`src/rtl/xirq_pkg.sv`:
```
package xirq_pkg;

    localparam int ADDR_W         = 3;
    localparam int DATA_W         = 32;
    localparam int SEL_W          = 4;
    localparam int FIELDS_PER_REG = 4;

    // Source-select registers sit at addresses 0..3 (line n at n/4).
    localparam logic [ADDR_W-1:0] A_UNMASK = 3'd4;
    localparam logic [ADDR_W-1:0] A_RISE   = 3'd5;
    localparam logic [ADDR_W-1:0] A_FALL   = 3'd6;
    localparam logic [ADDR_W-1:0] A_PEND   = 3'd7;

    // Per-line synchroniser and history state
    typedef struct packed {
        logic meta;
        logic sync;
        logic prev;
    } sync_st_t;

endpackage

```
`src/rtl/xirq_cfg_regs.sv`:
```
module xirq_cfg_regs
    import xirq_pkg::*;
#(
    parameter int NLINES = 16
) (
    input  logic                    clk,
    input  logic                    rst_n,
    input  logic                    we_i,
    input  logic [ADDR_W-1:0]       addr_i,
    input  logic [DATA_W-1:0]       wdata_i,
    input  logic [NLINES-1:0]       pend_i,
    output logic [NLINES*SEL_W-1:0] src_o,
    output logic [NLINES-1:0]       unmask_o,
    output logic [NLINES-1:0]       rise_o,
    output logic [NLINES-1:0]       fall_o,
    output logic [DATA_W-1:0]       rdata_o
);

    localparam int FIELD_BITS = FIELDS_PER_REG * SEL_W;

    typedef struct packed {
        logic [NLINES*SEL_W-1:0] src;
        logic [NLINES-1:0]       unmask;
        logic [NLINES-1:0]       rise;
        logic [NLINES-1:0]       fall;
    } cfg_t;

    cfg_t cfg_d, cfg_q;
    logic unused_wdata_hi;

    assign unused_wdata_hi = ^wdata_i[DATA_W-1:FIELD_BITS];

    always_comb begin
        cfg_d   = cfg_q;
        rdata_o = '0;
        if (we_i) begin
            for (int n = 0; n < NLINES; n++) begin
                if (addr_i == ADDR_W'(n / FIELDS_PER_REG)) begin
                    cfg_d.src[n*SEL_W +: SEL_W] =
                        wdata_i[(n % FIELDS_PER_REG)*SEL_W +: SEL_W];
                end
            end
            case (addr_i)
                A_UNMASK: cfg_d.unmask = wdata_i[NLINES-1:0];
                A_RISE:   cfg_d.rise   = wdata_i[NLINES-1:0];
                A_FALL:   cfg_d.fall   = wdata_i[NLINES-1:0];
                default:  ;
            endcase
        end
        for (int n = 0; n < NLINES; n++) begin
            if (addr_i == ADDR_W'(n / FIELDS_PER_REG)) begin
                rdata_o[(n % FIELDS_PER_REG)*SEL_W +: SEL_W] =
                    cfg_q.src[n*SEL_W +: SEL_W];
            end
        end
        case (addr_i)
            A_UNMASK: rdata_o[NLINES-1:0] = cfg_q.unmask;
            A_RISE:   rdata_o[NLINES-1:0] = cfg_q.rise;
            A_FALL:   rdata_o[NLINES-1:0] = cfg_q.fall;
            A_PEND:   rdata_o[NLINES-1:0] = pend_i;
            default:  ;
        endcase
    end

    always_ff @(posedge clk or negedge rst_n) begin
        if (!rst_n) cfg_q <= '0;
        else        cfg_q <= cfg_d;
    end

    assign src_o    = cfg_q.src;
    assign unmask_o = cfg_q.unmask;
    assign rise_o   = cfg_q.rise;
    assign fall_o   = cfg_q.fall;

endmodule

```
`src/rtl/xirq_line.sv`:
```
module xirq_line
    import xirq_pkg::*;
#(
    parameter int NPORTS = 4
) (
    input  logic              clk,
    input  logic              rst_n,
    input  logic [NPORTS-1:0] pins_i,
    input  logic [SEL_W-1:0]  sel_i,
    input  logic              rise_en_i,
    input  logic              fall_en_i,
    output logic              edge_o
);

    sync_st_t st_d, st_q;
    logic     raw;

    always_comb begin
        // Codes at or above NPORTS match nothing and give a constant zero
        raw = 1'b0;
        for (int p = 0; p < NPORTS; p++) begin
            if (sel_i == SEL_W'(p)) raw = pins_i[p];
        end
        st_d.meta = raw;
        st_d.sync = st_q.meta;
        st_d.prev = st_q.sync;
        edge_o    = (rise_en_i &  st_q.sync & ~st_q.prev)
                  | (fall_en_i & ~st_q.sync &  st_q.prev);
    end

    always_ff @(posedge clk or negedge rst_n) begin
        if (!rst_n) st_q <= '0;
        else        st_q <= st_d;
    end

endmodule

```
`src/rtl/xirq_pend.sv`:
```
module xirq_pend #(
    parameter int NLINES = 16
) (
    input  logic              clk,
    input  logic              rst_n,
    input  logic [NLINES-1:0] set_i,
    input  logic              clr_we_i,
    input  logic [NLINES-1:0] clr_bits_i,
    output logic [NLINES-1:0] pend_o
);

    logic [NLINES-1:0] pend_d, pend_q;

    always_comb begin
        pend_d = pend_q;
        if (clr_we_i) pend_d = pend_d & ~clr_bits_i;
        // A fresh edge overrides a clear in the same cycle
        pend_d = pend_d | set_i;
    end

    always_ff @(posedge clk or negedge rst_n) begin
        if (!rst_n) pend_q <= '0;
        else        pend_q <= pend_d;
    end

    assign pend_o = pend_q;

endmodule

```
`src/rtl/xirq_ctrl.sv`:
```
module xirq_ctrl
    import xirq_pkg::*;
#(
    parameter int NLINES = 16,
    parameter int NPORTS = 4
) (
    input  logic                     clk,
    input  logic                     rst_n,
    input  logic                     reg_we,
    input  logic [ADDR_W-1:0]        reg_addr,
    input  logic [DATA_W-1:0]        reg_wdata,
    output logic [DATA_W-1:0]        reg_rdata,
    input  logic [NPORTS*NLINES-1:0] port_pins,
    output logic [NLINES-1:0]        irq_out
);

    logic [NLINES*SEL_W-1:0] src_sel;
    logic [NLINES-1:0]       unmask_q;
    logic [NLINES-1:0]       rise_q;
    logic [NLINES-1:0]       fall_q;
    logic [NLINES-1:0]       edge_hit;
    logic [NLINES-1:0]       pend_q;
    logic                    clr_we;

    assign clr_we = reg_we && (reg_addr == A_PEND);

    xirq_cfg_regs #(.NLINES(NLINES)) u_cfg (
        .clk      (clk),
        .rst_n    (rst_n),
        .we_i     (reg_we),
        .addr_i   (reg_addr),
        .wdata_i  (reg_wdata),
        .pend_i   (pend_q),
        .src_o    (src_sel),
        .unmask_o (unmask_q),
        .rise_o   (rise_q),
        .fall_o   (fall_q),
        .rdata_o  (reg_rdata)
    );

    for (genvar n = 0; n < NLINES; n++) begin : g_line
        logic [NPORTS-1:0] line_pins;
        for (genvar p = 0; p < NPORTS; p++) begin : g_tap
            assign line_pins[p] = port_pins[p*NLINES + n];
        end
        xirq_line #(.NPORTS(NPORTS)) u_line (
            .clk       (clk),
            .rst_n     (rst_n),
            .pins_i    (line_pins),
            .sel_i     (src_sel[n*SEL_W +: SEL_W]),
            .rise_en_i (rise_q[n]),
            .fall_en_i (fall_q[n]),
            .edge_o    (edge_hit[n])
        );
    end

    xirq_pend #(.NLINES(NLINES)) u_pend (
        .clk        (clk),
        .rst_n      (rst_n),
        .set_i      (edge_hit),
        .clr_we_i   (clr_we),
        .clr_bits_i (reg_wdata[NLINES-1:0]),
        .pend_o     (pend_q)
    );

    assign irq_out = pend_q & unmask_q;

endmodule

```
`config.mk`:
```
export PLATFORM = sky130hd
export DESIGN_NAME = xirq_ctrl
export DESIGN_NICKNAME = d
export VERILOG_FILES = /design/src/rtl/xirq_pkg.sv /design/src/rtl/xirq_cfg_regs.sv /design/src/rtl/xirq_line.sv /design/src/rtl/xirq_pend.sv /design/src/rtl/xirq_ctrl.sv
export SDC_FILE = /design/constraint.sdc
export NUM_CORES = 1
export LEC_CHECK = 0
export ABC_AREA = 1
export BUFFER_PORTS_ARGS = -buffer_cell sky130_fd_sc_hd__buf_4
export CAP_MARGIN = 40
export CORE_MARGIN = 2
export CORE_UTILIZATION = 60
export DETAILED_ROUTE_END_ITERATION = 7
export GPL_TIMING_DRIVEN = 0
export PLACE_DENSITY_LB_ADDON = 0.2
export SYNTH_ARGS = -nofsm -noshare
export SYNTH_HDL_FRONTEND = slang
export SYNTH_SLANG_ARGS = --single-unit
```
`constraint.sdc`:
```
create_clock -name clk -period 2.8 [get_ports clk]
set_input_delay 0.28 -clock clk [delete_from_list [all_inputs] [get_ports clk]]
set_output_delay 0.28 -clock clk [all_outputs]
set_load 0.02 [all_outputs]
```
==> metrics.md, run 1 <==
| Metric | Value |
|---|---|
| Max-cap violation count | 0 |
| Mapped Cells | 1014 |
| Power per cell area | 753.3 nW/um2 |
| Reg-to-Reg End | g_line[8].u_line.st_d[1] |
| CP required | 2.52 ns |
| Die Span X | approximately 120 um |
| Skew final | between 0.007 and 0.008 ns |
| RSZ-0062 raised after global routing | no |
| R2R setup slack | 1.77 ns |
| Iteration count of the initial detailed-routing pass | 5 |
| Min cycle time layout | about 2.0 ns |
| Cts bufs inserted | 17 |
| Initial core utilization | 61.88% |
| CTS tree | yes |
| Clock buffer depth | 2 |
| Root buffer cell | clkbuf_16 |
| GP Congestion | around 0.90 |
| Min-Delay Endpoint | g_line[0].u_line.st_d[1] |
| Reg2Reg Launch Point | u_cfg.src_o[33] |
| Synth Register Bits | 176 |
| Final period util | 70.12% |
| Total congestion overflow | 0 |
| Max-slew violation count | 0 |
| Mapped Area | approximately 8300 um2 |
| Worst-Margin Slew | 0.6329 ns |
| Nets | 1266 |
| Status | complete, no violations |
| I/O Pins | 150 |
| Fmax | 0.5093 GHz |
| DPL Wire Length | ~17000 um |
| Clk Latency, worst-skew pair | 0.44 ns |
| Leak pwr | 0.005208 uW |
| Synthesized area per cell | approximately 8 um2 |
| Worst Setup End Kind | output port |
| WL final | 23960 um |
| DP Cell Count | 1320 |
| Core region area | 13350 um2 |
| Post-CTS Hold Buffers | 1 |
| Non-filler instance count after layout | about 1400 |
| Pre-CTS setup slack | between 0.9 and 1 ns |
| Post-DR wirelength/cell | 17.71 um |
| Layout cells sized above 1 | 18.44% |
| Antenna violations before repair | 0 |
| Via density per instance | approximately 5.8 |
| Vias | 7833 |
| Largest fanout on the critical path | 10 |
| Synth warnings | 0 |
| Critical path class | in2out |
| Final hold violations | 0 |
| Die H | 121.3 um |
| Rows | 42 |
| Post-route setup slack | roughly 0.84 ns |
| Die area | 14720 um2 |
| Ant. Diodes | 0 |
| Count of clock tree sinks | 176 |
| Yosys cell types | 26 |
| Worst Hold Launch | port_pins[16] |
| Hold crit path type | in2reg |
| Worst Hold Depth | 3 |
| Critical path startpoint | reg_addr[0] |
| First-pass GRT wire length | between 30000 and 40000 um |
| Finish-stage setup viols | 0 |
| DRC | 0 |
| Post-CTS sizing | 0 |
| Slew margin rel. | between 50 and 60% |
| Clock slew at reported path FFs | 0.07 ns |
| Startpoint Class | primary input |
| Total track usage | between 30% and 40% |
| WP data arrival | 1.68 ns |
| Setup_tns | 0 ns |
| Vias in the first global route | 7402 |
| Sequential fraction of the synthesis area | approximately 53% |
| DRT iter0 DRCs | 993 |
| Routed Antenna Nets | 0 |
| Cell depth of the worst flop-to-flop path | 5 |
| Peak supply drop | 0.0005325 V |
| Area Overhead vs Synth | 21.30% |
| Post-CTS Setup Repair Bufs | 0 |
| H-Tree Level Count | 4 |
| Largest net degree at the start of global routing | 126 |
| # port buffers | 114 |
[registers in the layout, summed over array words and instances, names as in the netlist]
register / cells
g_line.u_line.st_d: 32
g_line.u_line.st_q: 16
u_cfg.fall_o: 16
u_cfg.rise_o: 16
u_cfg.src_o: 64
u_cfg.unmask_o: 16
u_pend.pend_o: 16
[report_power, final]
| group | internal, uW | total, uW | switching [uW] |
|---|---|---|---|
| registers | 3110 | 3600 | 487 |
| clock network | 1340 | 2350 | 1010 |
| logic | 630 | 1600 | 969 |
| total | 5080 | 7550 | 2470 |
[worst max-delay path, stage by stage]
cell,delay (ns)
buf_4,0.20
inv_2,0.08
buf_6,0.17
buf_2,0.22
nand4_1,0.10
nand2_1,0.05
nor2_1,0.20
nand3_1,0.18
buf_4,0.19
[cell usage after synthesis]
cell	n	share of area, %
inv_1	76	3.5
nand4_1	39	3.0
dfrtp_1	176	53
buf_2	30	1.8
clkbuf_1	7	0.32
nand3_1	72	4.4
conb_1	1	0.045
buf_1	3	0.14
inv_2	2	0.091
buf_4	18	1.6
nand2_2	1	0.076
nand2_4	2	0.27
a21oi_1	32	1.9
clkbuf_2	3	0.18
a31oi_1	16	1.2
nor2_4	1	0.14
o21ai_1	6	0.36
nand3_4	1	0.21
nor2_8	3	0.73
nand2_1	305	14
o21ai_0	122	7.4
nand3_2	4	0.48
nor2_1	88	4.0
buf_6	3	0.41
nand4_4	2	0.52
inv_4	1	0.076
[cells in the final DEF, fill, tap and decap left out, types with 2 or more instances in the layout]
cell type	count
nand2_1	305
dfrtp_1	176
buf_4	131
o21ai_0	122
nor2_1	88
inv_1	76
nand3_1	72
nand4_1	39
a21oi_1	32
buf_2	30
clkbuf_16	17
a31oi_1	16
conb_1	16
clkbuf_1	8
o21ai_1	6
clkinvlp_4	5
nand3_2	4
buf_6	3
nor2_8	3
buf_1	3
clkbuf_2	3
clkinv_2	3
inv_2	2
nand2_4	2
nand4_4	2
bufinv_16	2
clkinv_4	2
[kinds of logic (layout without fill, tap and decap cells)]
family | after synthesis | count (layout) | synth area share (%)
other cells | 1 | 16 | 0.04540
compound gates | 176 | 176 | 10.91
simple gates | 518 | 518 | 27.60
flops | 176 | 176 | 53.33
buf+inv | 143 | 291 | 8.120
[worst max path at each step]
| stage | slack, ns | cells past startpoint | to |
|---|---|---|---|
| after floorplan | 1.27 | 7 | reg_rdata[0] |
| after global placement | 0.43 | 1 | u_cfg.src_o[24] |
| after detailed placement | 0.91 | 9 | reg_rdata[14] |
| after CTS | 0.88 | 8 | reg_rdata[12] |
| after global routing | 0.77 | 9 | reg_rdata[13] |
| final | 0.84 | 9 | reg_rdata[14] |
[per-layer routing]
metal	wire length, um	track usage, %	up-vias	part of all wire [%]
met2	11510	55.51	465	48
met4	805	14.01	0	3.4
met1	9393	45.76	3709	39
met3	2252	6.438	81	9.4
met5	0	0	-	0
li1	-	-	3578	-
[through the flow]
stage | power (uW) | utilization, % | hold WS, ns | cell area, um2
final | 7547 | 75.06 | 0.1001 | 10020
after CTS | 7507 | 75.06 | 0.09791 | 10020
after global placement | 5099 | 70.36 | 0.3321 | 9392
after detailed placement | 5185 | 70.62 | 0.2131 | 9427
after global routing | 7910 | 75.06 | 0.09993 | 10020
after floorplan | 4465 | - | -0.01559 | 8315
[layout make-up]
class / count / area (um2)
Timing Repair Buffer: 116 / 900.9
Inverter: 79 / 299.0
Clock inverter: 13 / 138.9
Multi-Input combinational cell: 710 / 3241
Sequential cell: 176 / 4404
Tap cell: 176 / 220.2
Buffer: 64 / 371.6
Fill cell: 1022 / 3329
Clock buffer: 19 / 442.9
No activity file was read; power rests on OpenSTA's default activity.
==> run 2: changes to the inputs <==
- CORE_UTILIZATION: 60 -> 51
- clock period: 2.8 -> 1.7 ns (I/O delays scaled with it)
==> run 2 against run 1 <==
The flow now finishes with violations (hold timing). Sequential power is 64% higher. Clock-buffer cell count is 1 lower. Highest routed layer unchanged. Clock skew is 0.00081 ns higher. Die area is 17% higher.
==> metrics.md, run 2 (synthesis gave the netlist of run 1 again) <==
| Metric | Value |
|---|---|
| Post-DR wirelength/cell | 16.94 um (-4.3%) |
| Post-route setup slack | 0.008628 ns (-0.8279 ns) |
| Initial core utilization | 52.18% (-9.7 points) |
| Area of placed instances | 9477 um2 (+0.53%) |
| Most common cell after layout, fill and taps aside | nand2_1 |
| Root buffer cell | clkbuf_16 |
| Antenna violations before repair | 0 (unchanged) |
| DRC | 0 (unchanged) |
| Total congestion overflow | 0 (unchanged) |
| I/O Pins | 150 (unchanged) |
| Routed Antenna Nets | 0 (unchanged) |
| Max-slew violation count | 0 (unchanged) |
| DPL Wire Length | 17110 um (+1.3%) |
| Cts bufs inserted | 17 (unchanged) |
| Count of clock tree sinks | 176 (unchanged) |
| Fmax | 0.5912 GHz |
| H-Tree Level Count | 4 (unchanged) |
| CP required | 1.53 ns (-0.99 ns) |
| Reg power frac | 45.3% (-2.4 points) |
| Die area | 17230 um2 (+17%) |
| Iteration count of the initial detailed-routing pass | 5 (unchanged) |
| Peak supply drop | 0.0008356 V (+57%) |
| Max-cap violation count | 0 (unchanged) |
| Failing checks | hold timing |
| Rows | 46 (+9.5%) |
| Comb pwr share | 20.7% (-0.5 points) |
| Skew final | 0.008139 ns (+0.0008111 ns) |
| DRT iter0 DRCs | 720 (-27%) |
| Filler cell count | 1333 (+30%) |
| Worst Hold Depth | 3 (unchanged) |
| Via density per instance | 5.352 (-7.6%) |
| Min cycle time layout | approximately 1.7 ns |
| Die Span X | 131.3 um (+8.2%) |
| Hold crit path type | in2reg |
| Clock slew at reported path FFs | 0.07 ns (about the same) |
| Clock buffer depth | 2 (unchanged) |
| RSZ-0062 raised after global routing | yes |
| WP data arrival | 1.52 ns (-0.16 ns) |
| Core Util, Final | 65.35% (-9.7 points) |
| Final hold violations | 1 (+1) |
| Area Overhead vs Synth | 25.24% |
| Worst hold slack | -0.005075 ns (-0.1052 ns) |
| Most frequent cells in the layout | nand2_1 (304), dfrtp_1 (175), buf_4 (135) |
| Reg2Reg Launch Point | u_cfg.src_o[36] |
| Largest register FFs | 64 (unchanged) |
| Vias | 7514 (-4.1%) |
| GP Congestion | 0.9098 (+0.61%) |
| Multi-input logic area | 3298 um2 (+1.8%) |
| Reg area | 4405 um2 (about the same) |
| Slew margin rel. | 52.21% (-5.6 points) |
| WL final | 23780 um (-0.74%) |
| Critical path class | reg2out |
| Leak pwr | 0.005343 uW (+2.6%) |
| Die H | 131.3 um (+8.2%) |
| Finish-stage setup viols | 0 (unchanged) |
| Final instance area | 10340 um2 (+3.2%) |
| Reg-to-Reg End | g_line[9].u_line.st_d[1] |
| Worst-Margin Slew | 0.7169 ns (+0.08401 ns) |
| Worst Setup End Kind | output port |
| Layout cells sized above 1 | 20.37% (+1.9 points) |
| Cell depth of the worst flop-to-flop path | 5 (unchanged) |
| Sw frac | 31.15% (-1.5 points) |
| Vias in the first global route | 7297 (-1.4%) |
| Total track usage | 28.61% (-5.7 points) |
| Nets | 1278 (+0.95%) |
| Core region area | 15830 um2 (+19%) |
| Status | finished, violations left |
| Power per cell area | 1260 nW/um2 (+67%) |
| NetSw | 4062 uW (+65%) |
| R2R setup slack | 0.71 ns (-1.06 ns) |
| First-pass GRT wire length | 38230 um (+0.40%) |
| Clock power frac | 34.0% (+2.9 points) |
| Worst Hold Launch | port_pins[16] |
| Startpoint Class | flop |
| Final period util | 99.49% |
| Min-Delay Endpoint | g_line[0].u_line.st_d[1] |
| Pre-CTS setup slack | -0.06327 ns (-0.9711 ns) |
| Clk Latency, worst-skew pair | 0.45 ns (about the same) |
| Largest fanout on the critical path | 3 (-7) |
| Largest net degree at the start of global routing | 97 (-23%) |
| Ant. Diodes | 0 (unchanged) |
| CTS tree | yes |
| # port buffers | 114 (unchanged) |
| Int Power | 8975 uW (+77%) |
## run 2: worst max path at each step
stage | to | from
finish | reg_rdata[6] | u_cfg.unmask_o[6]
CTS | reg_rdata[4] | u_cfg.src_o[36]
global placement | u_cfg.fall_o[9] | rst_n
floorplan | reg_rdata[0] | reg_addr[2]
global route | reg_rdata[12] | u_cfg.rise_o[12]
detailed placement | reg_rdata[4] | reg_addr[0]
## run 2: area by class of cell
| cell class | count | share of cell area [%] |
|---|---|---|
| Tap cell | 216 | 2.613 |
| Clock buffer | 18 | 4.149 |
| Clock inverter | 13 | 2.286 |
| Timing Repair Buffer | 129 | 9.895 |
| Inverter | 79 | 2.891 |
| Buffer | 63 | 3.689 |
| Sequential cell | 176 | 42.59 |
| Multi-Input combinational cell | 710 | 31.89 |
## run 2: layer usage
metal	vias up	GRT usage [%]	wire [um]
met5	-	0	0
met4	0	11.71	756
met3	54	5.980	1687
met2	311	45.99	11380
met1	3534	38.09	9956
li1	3615	-	-
## run 2: timing repair
action,in CTS,in global routing
resized for setup,4,25
pin swaps,0,5
hold endpoints to repair,102,0
setup buffers,0,6
setup endpoints to repair,3,15
hold buffers,8,0
## run 2: metrics by stage
stage	TNS [ns]	hold slack [ns]	instances	total power, uW
after floorplan	0	-0.1256	1029	7353
after global placement	-97.05	0.3327	1359	8436
after detailed placement	-0.06327	0.2374	1360	8539
after CTS	-0.008690	0.003914	1399	12950
after global routing	-0.009170	0.008511	1404	13700
final	0	-0.005075	1404	13040
## run 2: critical path, cell delays in order, from the launching register on
cell	delay (ns)
dfrtp_1	0.40
nand3_1	0.10
nand2_1	0.06
nor2_1	0.17
nand3_1	0.15
buf_4	0.19
## run 2: power by group through the flow
| stage | Combinational [uW] | Sequential, uW | Clock [uW] |
|---|---|---|---|
| after floorplan | 1660 | 5700 | 0 |
| after global placement | 2510 | 5920 | 0 |
| after detailed placement | 2580 | 5960 | 0 |
| after CTS | 2630 | 5890 | 4440 |
| after global routing | 3040 | 6040 | 4630 |
| final | 2700 | 5910 | 4430 |
==> run 3: changes to the inputs <==
- SETUP_SLACK_MARGIN: default -> 0.4
==> run 3 against run 2 <==
The flow now finishes without violations. Worst setup slack improved by 0.053 ns. Core utilization increased by 5.7 points. Critical path depth did not move. Clock power decreased by 7.0%. Flip-flop and latch count unchanged. Non-clock buffer count grew 75. Global-route usage increased by 1.2 points. Largest power group unchanged. Final area up 8.7%. Fmax up 3.2%. First-iteration DRC count is 13% higher. Via count increased by 7.9%.
==> metrics.md, run 3 (synthesis gave the netlist of run 1 again) <==
| Metric | Value |
|---|---|
| Status | complete, no violations |
| Pre-CTS setup slack | -0.05934 ns (+0.003934 ns) |
| Critical Path, Cell by Cell | nand4_1, nand2_1, nor2_4, nand3_4, buf_6 |
| Non-filler instance count after layout | 1480 (+5.4%) |
| Core region area | 15830 um2 (unchanged) |
| Leak pwr | 0.005830 uW (+9.1%) |
| Largest net degree at the start of global routing | 100 (+3.1%) |
| Worst Setup End Kind | output port |
| Fmax | 0.6103 GHz (+3.2%) |
| Most frequent cells in the layout | nand2_1 (291), buf_4 (176), dfrtp_1 (176) |
| First-pass GRT wire length | 40120 um (+5.0%) |
| Final period util | 96.39% (-3.1 points) |
| Power per cell area | 1218 nW/um2 (-3.4%) |
| Setup_tns | 0 ns (unchanged) |
| Largest stage delay on the critical path | 0.40 ns (about the same) |
| Clock buffer depth | 2 (unchanged) |
| Sw frac | 32.08% (+0.93 points) |
| Slowest CP cell | dfrtp_1 |
| H-Tree Level Count | 4 (unchanged) |
| NetSw | 4391 uW (+8.1%) |
| RSZ-0062 raised after global routing | yes |
| GP Congestion | 0.8788 (-3.4%) |
| Worst hold slack | 0.008040 ns (+0.01311 ns) |
| Clock slew at reported path FFs | 0.07 ns (about the same) |
| Max-cap violation count | 0 (unchanged) |
| Cts bufs inserted | 17 (unchanged) |
| Area Overhead vs Synth | 36.10% |
| Nets | 1353 (+5.9%) |
| DRT iter0 DRCs | 816 (+13%) |
| Post-route setup slack | 0.06139 ns (+0.05276 ns) |
| R2R setup slack | 0.64 ns (-0.07 ns) |
| Largest register FFs | 64 (unchanged) |
| Clock power frac | 30.1% (-3.9 points) |
| Startpoint Class | flop |
| Int Power | 9297 uW (+3.6%) |
| Largest fanout on the critical path | 3 (unchanged) |
| Total congestion overflow | 0 (unchanged) |
| Initial core utilization | 52.18% (unchanged) |
| Finish-stage setup viols | 0 (unchanged) |
| Via density per instance | 5.479 (+2.4%) |
| DRC | 0 (unchanged) |
| Antenna violations before repair | 0 (unchanged) |
| Vias | 8109 (+7.9%) |
| DPL Wire Length | 17210 um (+0.62%) |
| Reg power frac | 42.7% (-2.6 points) |
| DP Cell Count | 1360 (unchanged) |
| Area of placed instances | 9480 um2 (about the same) |
| Final hold violations | 0 (-1) |
| Post-DR wirelength/cell | 17.42 um (+2.8%) |
| I/O Pins | 150 (unchanged) |
| Count of clock tree sinks | 176 (unchanged) |
| Most common cell after layout, fill and taps aside | nand2_1 |
| Peak supply drop | 0.0008529 V (+2.1%) |
| # port buffers | 114 (unchanged) |
| WP data arrival | 1.47 ns (-0.05 ns) |
| Rows | 46 (unchanged) |
| Ant. Diodes | 0 (unchanged) |
| Skew final | 0.006252 ns (-0.001887 ns) |
| Routed Antenna Nets | 0 (unchanged) |
| Slew margin rel. | 59.93% (+7.7 points) |
| Vias in the first global route | 7645 (+4.8%) |
| Max-slew violation count | 0 (unchanged) |
| Die area | 17230 um2 (unchanged) |
| Clk Latency, worst-skew pair | 0.44 ns (about the same) |
| Iteration count of the initial detailed-routing pass | 5 (unchanged) |
| WL final | 25780 um (+8.4%) |
| Comb pwr share | 27.2% (+6.5 points) |
| CTS tree | yes |
| Die H | 131.3 um (unchanged) |
| Worst-Margin Slew | 0.6010 ns (-0.1159 ns) |
| Total track usage | 29.76% (+1.2 points) |
| Die Span X | 131.3 um (unchanged) |
| Root buffer cell | clkbuf_16 |
| Filler cell count | 1234 (-7.4%) |
| CP required | 1.53 ns (about the same) |
| Layout cells sized above 1 | 28.80% (+8.4 points) |
| Final instance area | 11240 um2 (+8.7%) |
| Min cycle time layout | 1.639 ns (-0.05276 ns) |
| Critical path class | reg2out |
| Hold crit path type | in2reg |
==> run 3: cell types whose count changed in the layout (fill, tap and decap cells not counted), moves of 3 or more <==
cell       change
inv_2          +5
buf_4         +41
nand2_1       -13
buf_6         +41
nor2_4         +6
nor2_1        -13
nor2_2         +7
nand2_4        +3
buf_2          -6
nand3_2       +17
inv_1          -5
bufinv_16      -3
nand3_1       -18
nand2_2       +10
==> run 3: worst paths after layout <==
| check | start | end | depth (start not counted) |
|---|---|---|---|
| min in group asynchronous | rst_n | u_cfg.src_o[16] | 2 |
| max in group asynchronous | rst_n | u_cfg.unmask_o[7] | 3 |
| worst min-delay path | port_pins[16] | g_line[0].u_line.st_d[1] | 3 |
| worst max register to register | u_cfg.fall_o[14] | u_pend.pend_o[14] | 6 |
| worst max-delay path | u_cfg.rise_o[13] | reg_rdata[13] | 5 |
| worst min register to register | g_line[0].u_line.st_d[1] | g_line[0].u_line.st_d[0] | 0 |
==> run 3: worst max-delay path: cells and delay by family, from the launching register on <==
family	cells	cell delay [ns]
DFF	1	0.40
buffers and inverters	1	0.15
and+or+nand+nor	4	0.49
==> run 3: layer usage <==
layer	vias to the layer above	routed length [um]	GRT usage (%)
met5	-	0	0
met4	0	749	10.27
met1	3887	10330	39.22
met3	70	2186	6.057
met2	397	12510	49.36
li1	3755	-	-
==> run 3: power by group through the flow <==
| stage | sequential, uW | clock, uW | combinational (uW) |
|---|---|---|---|
| finish | 5840 | 4120 | 3730 |
| global route | 5930 | 4310 | 4090 |
| CTS | 5780 | 4110 | 3310 |
| detailed placement | 5950 | 0 | 2580 |
| global placement | 5920 | 0 | 2500 |
| floorplan | 5700 | 0 | 1660 |
==> run 3: final cells by class <==
| type | instances | area [um2] | share of cell area [%] |
|---|---|---|---|
| plain buffers | 64 | 417.9 | 3.718 |
| clock buffers | 21 | 460.4 | 4.096 |
| clock inverters | 11 | 153.9 | 1.369 |
| inverters | 79 | 299.0 | 2.660 |
| multi-input cells | 710 | 3506 | 31.19 |
| flip-flops and latches | 176 | 4404 | 39.18 |
| well taps | 216 | 270.3 | 2.404 |
| repair buffers | 203 | 1729 | 15.38 |
==> run 3: per-stage QoR <==
stage                     total power (uW)  utilization, %
final                                13690           71.02
after global routing                 14330           71.02
after CTS                            13200           68.51
after detailed placement              8532           59.90
after global placement                8427           59.68
after floorplan                       7354               -
==> run 3: timing repair <==
item	CTS	global route
pin swaps	48	28
resized for setup	70	64
hold endpoints to repair	106	0
endpoints found under the setup margin	18	109
setup buffers	56	23
hold buffers	9	0
